File: src/rtl/delayed_oneshot_pkg.sv
package delayed_oneshot_pkg;

  // Phases of one trigger-to-pulse cycle
  typedef enum logic [1:0] {
    PH_IDLE = 2'd0,
    PH_WAIT = 2'd1,
    PH_FIRE = 2'd2
  } phase_t;

endpackage

File: src/rtl/dos_edge_detect.sv
// One-clock rise strobe from a synchronous level. The history register
// resets to IDLE_LEVEL so that a line already high at reset is not an edge.
module dos_edge_detect #(
  parameter logic IDLE_LEVEL = 1'b1
) (
  input  logic clk,
  input  logic rst,
  input  logic level_i,
  output logic rise_o
);

  logic level_q;

  always_ff @(posedge clk) begin
    if (rst) level_q <= IDLE_LEVEL;
    else     level_q <= level_i;
  end

  assign rise_o = level_i & ~level_q;

endmodule

File: src/rtl/dos_len_latch.sv
// Captures a length at cycle start; zero is promoted to one tick.
module dos_len_latch #(
  parameter int CNT_W = 16
) (
  input  logic             clk,
  input  logic             rst,
  input  logic             load_i,
  input  logic [CNT_W-1:0] len_i,
  output logic [CNT_W-1:0] len_o
);

  localparam logic [CNT_W-1:0] ONE = CNT_W'(1);

  always_ff @(posedge clk) begin
    if (rst)         len_o <= ONE;
    else if (load_i) len_o <= (len_i == '0) ? ONE : len_i;
  end

endmodule

File: src/rtl/dos_tick_counter.sv
// Counts enabled ticks up to a limit; done is asserted with the last tick.
module dos_tick_counter #(
  parameter int CNT_W = 16
) (
  input  logic             clk,
  input  logic             rst,
  input  logic             clr_i,
  input  logic             en_i,
  input  logic             tick_i,
  input  logic [CNT_W-1:0] limit_i,
  output logic             done_o
);

  localparam logic [CNT_W-1:0] ONE = CNT_W'(1);

  logic [CNT_W-1:0] cnt_q;
  logic             step;

  assign step   = en_i & tick_i;
  assign done_o = step & (cnt_q == limit_i - ONE);

  always_ff @(posedge clk) begin
    if (rst || clr_i || done_o) cnt_q <= '0;
    else if (step)              cnt_q <= cnt_q + ONE;
  end

endmodule

File: src/rtl/dos_phase_ctrl.sv
// Sequencer: idle -> wait -> fire -> idle. Outputs are registered.
module dos_phase_ctrl
  import delayed_oneshot_pkg::*;
(
  input  logic   clk,
  input  logic   rst,
  input  logic   rise_i,
  input  logic   done_i,
  output phase_t phase_o,
  output logic   load_o,
  output logic   pulse_o,
  output logic   busy_o
);

  phase_t phase_q;

  assign phase_o = phase_q;
  assign load_o  = (phase_q == PH_IDLE) & rise_i;

  always_ff @(posedge clk) begin
    if (rst) begin
      phase_q <= PH_IDLE;
      pulse_o <= 1'b0;
      busy_o  <= 1'b0;
    end else begin
      unique case (phase_q)
        PH_IDLE: if (rise_i) begin
          phase_q <= PH_WAIT;
          busy_o  <= 1'b1;
        end
        PH_WAIT: if (done_i) begin
          phase_q <= PH_FIRE;
          pulse_o <= 1'b1;
        end
        PH_FIRE: if (done_i) begin
          phase_q <= PH_IDLE;
          pulse_o <= 1'b0;
          busy_o  <= 1'b0;
        end
        default: begin
          phase_q <= PH_IDLE;
          pulse_o <= 1'b0;
          busy_o  <= 1'b0;
        end
      endcase
    end
  end

endmodule

File: src/rtl/delayed_oneshot.sv
module delayed_oneshot
  import delayed_oneshot_pkg::*;
#(
  parameter int CNT_W = 16
) (
  input  logic             clk,
  input  logic             rst,
  input  logic             tick_i,
  input  logic             trig_i,
  input  logic [CNT_W-1:0] delay_len_i,
  input  logic [CNT_W-1:0] pulse_len_i,
  output logic             pulse_o,
  output logic             busy_o
);

  localparam int NUM_LEN = 2;  // index 0: delay, 1: pulse

  logic                  rise;
  logic                  load;
  logic                  done;
  phase_t                phase;
  logic [CNT_W-1:0]      len_in  [NUM_LEN];
  logic [CNT_W-1:0]      len_lat [NUM_LEN];
  logic [CNT_W-1:0]      limit;

  assign len_in[0] = delay_len_i;
  assign len_in[1] = pulse_len_i;

  dos_edge_detect #(.IDLE_LEVEL(1'b1)) edge_i (
    .clk     (clk),
    .rst     (rst),
    .level_i (trig_i),
    .rise_o  (rise)
  );

  for (genvar g = 0; g < NUM_LEN; g++) begin : g_len
    dos_len_latch #(.CNT_W(CNT_W)) latch_i (
      .clk    (clk),
      .rst    (rst),
      .load_i (load),
      .len_i  (len_in[g]),
      .len_o  (len_lat[g])
    );
  end

  assign limit = (phase == PH_FIRE) ? len_lat[1] : len_lat[0];

  dos_tick_counter #(.CNT_W(CNT_W)) cnt_i (
    .clk     (clk),
    .rst     (rst),
    .clr_i   (load),
    .en_i    (phase != PH_IDLE),
    .tick_i  (tick_i),
    .limit_i (limit),
    .done_o  (done)
  );

  dos_phase_ctrl ctrl_i (
    .clk     (clk),
    .rst     (rst),
    .rise_i  (rise),
    .done_i  (done),
    .phase_o (phase),
    .load_o  (load),
    .pulse_o (pulse_o),
    .busy_o  (busy_o)
  );

endmodule

File: config.mk
export PLATFORM = sky130hd
export DESIGN_NAME = delayed_oneshot
export DESIGN_NICKNAME = d
export VERILOG_FILES = /design/src/rtl/delayed_oneshot_pkg.sv /design/src/rtl/dos_edge_detect.sv /design/src/rtl/dos_len_latch.sv /design/src/rtl/dos_tick_counter.sv /design/src/rtl/dos_phase_ctrl.sv /design/src/rtl/delayed_oneshot.sv
export SDC_FILE = /design/constraint.sdc
export NUM_CORES = 1
export LEC_CHECK = 0
export CORE_ASPECT_RATIO = 0.7
export CORE_UTILIZATION = 55
export DETAILED_ROUTE_END_ITERATION = 6
export GPL_TIMING_DRIVEN = 0
export PLACE_DENSITY = 0.79
export SYNTH_ARGS = -nofsm -noshare
export SYNTH_HDL_FRONTEND = slang
export SYNTH_HIERARCHICAL = 1
export SYNTH_SLANG_ARGS = --single-unit
File: constraint.sdc
create_clock -name clk -period 3.7 [get_ports clk]
set_input_delay 0.74 -clock clk [delete_from_list [all_inputs] [get_ports clk]]
set_output_delay 0.74 -clock clk [all_outputs]
set_load 0.1 [all_outputs]
==> out/metrics.yaml <==
cts_tree: "built"
irDropWorstVdd_mv: 0.225
max_slew_margin_pct: 35.9
drt_iter0_drc: 165
initial_core_util_pct: 57.2
cp_slowest_stage_delay_ns: 0.57
outcome: "completed"
rrSetupSlack_ns: 0.20
path_cells: "nor2b_4 > buf_6 > buf_12 > mux2_4 > or4_1 > a2111oi_0 > o21a_1 > o211ai_1 > nor4_2 > buf_4 > a21oi_1 > or2_1 > a21oi_2"
crit_path_end_kind: "register"
crit_required_ns: 3.94
grt_pass1_vias: 2327
routed_wl_mm: 6.39
crit_path_start_kind: "register"
power_density_nw_per_um2: 307
port_buffers: 37
maxCapViolations: 0
vias_per_cell: 5.41
dieArea_um2: 5740
async_flop_share_pct: 0
clk_latency_ns: 0.30
die_h_um: 63.7
path_max_fanout: 10
routed-via-count: 2346
cts_sinks: 53
n_antenna_cell: 0
fmax_mhz: 286
hold_path_class: "register to register"
ios: 38
syn_area_per_cell_um2: 9.49
finalHoldViolations: 0
critPathSlowestCell: "or4_1"
cp_data_arrival_time_ns: 3.74
netlist_instances: 315
worst_pin_slew_ns: 0.959
firstDrtPassIters: 4
power.leakage_uw: 0.00123
grt_max_degree: 15
layout-drive-gt1-share_pct: 14.9
final-setup-viol-count: 0
synthToLayoutAreaGrowth_pct: 19.2
synth_top_area_cell: "dfxtp_1"
hpwlAfterDp_mm: 4.96
fin_crit_sh_pct: 94.5
finalPower_uw: 1090
nets: 399
drc_errors: 0
final_cell_mix: "nor2_1 (60), dfxtp_1 (53), clkdlybuf4s50_1 (37)"
stdcell_count: 434
layout_commonest_cell: "nor2_1"
wl_per_cell_um: 14.7
yosysSeqAreaShare_pct: 35.5
ys_ff_latch: 53
syn_area_um2: 2990
numCtsBuffers: 5
min_period_ns: 3.50
synth_edf_count: 0
synth_top_area_share_pct: 35.5
ys_types: 48
finalMaxSlewViolations: 0
cts-root-buf: "clkbuf_8"
gp_congestion: 0.906
rows: 22
ctsHtreeMaxLevel: 2
core_area_um2: 5230
worst-setup-path-type: "register to register"
synthTopCellsByArea: "dfxtp_1 (35%), mux2i_1 (11%), nor2_1 (7.5%)"
grt_use_total_pct: 24.2
yosys_warnings: 6
synth-main-ff-cell: "dfxtp_1"
die_w_um: 90.1
grt_pass1_wl_mm: 10.9
clock_skew_ns: 0.00727
clk_pin_slew_ns: 0.09
dp.cells: 424
drtAntennaViolNets: 0
overflow: 0
cts_hold_buf: 0
cts.path.max_buffers: 2
syn_nets: 353
antenna_found_initial: 0
-- cell families after synthesis --
kind of cell | synth area share [%]
flops | 35.5
compound gates | 6.74
simple gates | 23.3
buf+inv | 5.36
mux | 18.3
fa+ha+maj | 0.837
xor+xnor | 9.96
-- worst paths after layout --
check,cells after the start,end,startpoint
hold / removal,2,ctrl_i/pulse_o$_SDFFE_PP0P_,ctrl_i/pulse_o$_SDFFE_PP0P_
setup / recovery,13,ctrl_i/pulse_o$_SDFFE_PP0P_,ctrl_i/phase_o[1]$_SDFFE_PP0P_
setup reg to reg,13,ctrl_i/pulse_o$_SDFFE_PP0P_,ctrl_i/phase_o[1]$_SDFFE_PP0P_
hold reg to reg,2,ctrl_i/pulse_o$_SDFFE_PP0P_,ctrl_i/pulse_o$_SDFFE_PP0P_
-- worst max-delay path, delay by kind of cell, from the launching register on --
kind / cells / cell delay [ns]
AO/OA/AOI/OAI: 5 / 1.00
buffers and inverters: 3 / 0.46
flip-flops: 1 / 0.45
multiplexers: 1 / 0.34
AND/OR/NAND/NOR: 4 / 1.18
-- cell type report --
type                            count  area [um^2]
Buffer                             16          134
Clock buffer                        8         80.1
Fill cell                         419         1670
Inverter                            7         26.3
Multi-Input combinational cell    239         1790
Sequential cell                    53         1060
Tap cell                           72         90.1
Timing Repair Buffer               39          385
-- power breakdown --
| part | switching (uW) | internal [uW] |
|---|---|---|
| clock | 174 | 135 |
| sequential | 10.4 | 586 |
| combinational | 95.3 | 92.9 |
| total | 280 | 814 |
-- cells in the mapped netlist (2+ instances only) --
cell type,number
a21oi_1,5
a31oi_1,4
and2_1,2
and3_1,3
buf_2,4
buf_6,7
clkbuf_1,4
dfxtp_1,53
ha_1,2
inv_1,7
mux2_2,6
mux2_4,10
mux2i_1,33
nand2_1,11
nand2b_1,2
nand3_1,8
nand3b_1,2
nand4_1,6
nor2_1,60
nor2b_1,3
nor3_1,8
nor4_1,4
nor4_2,8
o21a_1,2
o21ai_0,2
o311ai_0,2
or2_1,2
or4_1,3
xnor2_1,24
xor2_1,10
-- routing by layer --
layer,wire [um],global-route usage (%),part of all wire (%)
met1,3310,33.4,52
met2,2810,38.5,44
met3,231,4.47,3.6
met4,44,7.26,0.69
met5,0,0,0
-- through the flow --
stage               hold slack [ns]  setup TNS (ns)  worst slack (ns)  util, %  cell area [um^2]
CTS                           0.496               0            0.0415     67.6              3540
global route                  0.521         -0.0390           -0.0390     68.1              3560
global placement              0.458          -0.168            -0.116     66.0              3450
floorplan                     0.454               0             0.444        -              2990
finish                        0.497               0             0.202     68.1              3560
detailed placement            0.482          -0.229            -0.143     66.0              3450
-- flip-flops by register name (all words and copies together), names as in the netlist --
signal / flops
ctrl_i/pulse_o: 1
ctrl_i/busy_o: 1
g_len.latch_i/len_o: 32
edge_i/level_q: 1
cnt_i/cnt_q: 16
ctrl_i/phase_o: 2
-- repair_timing --
action                     in CTS  in global routing
setup endpoints to repair       3                 20
hold endpoints to repair        0                  0
setup buffers                   0                  2
resized for setup               1                  2
pin swaps                       0                  2
(Power assumes the default switching activity.)
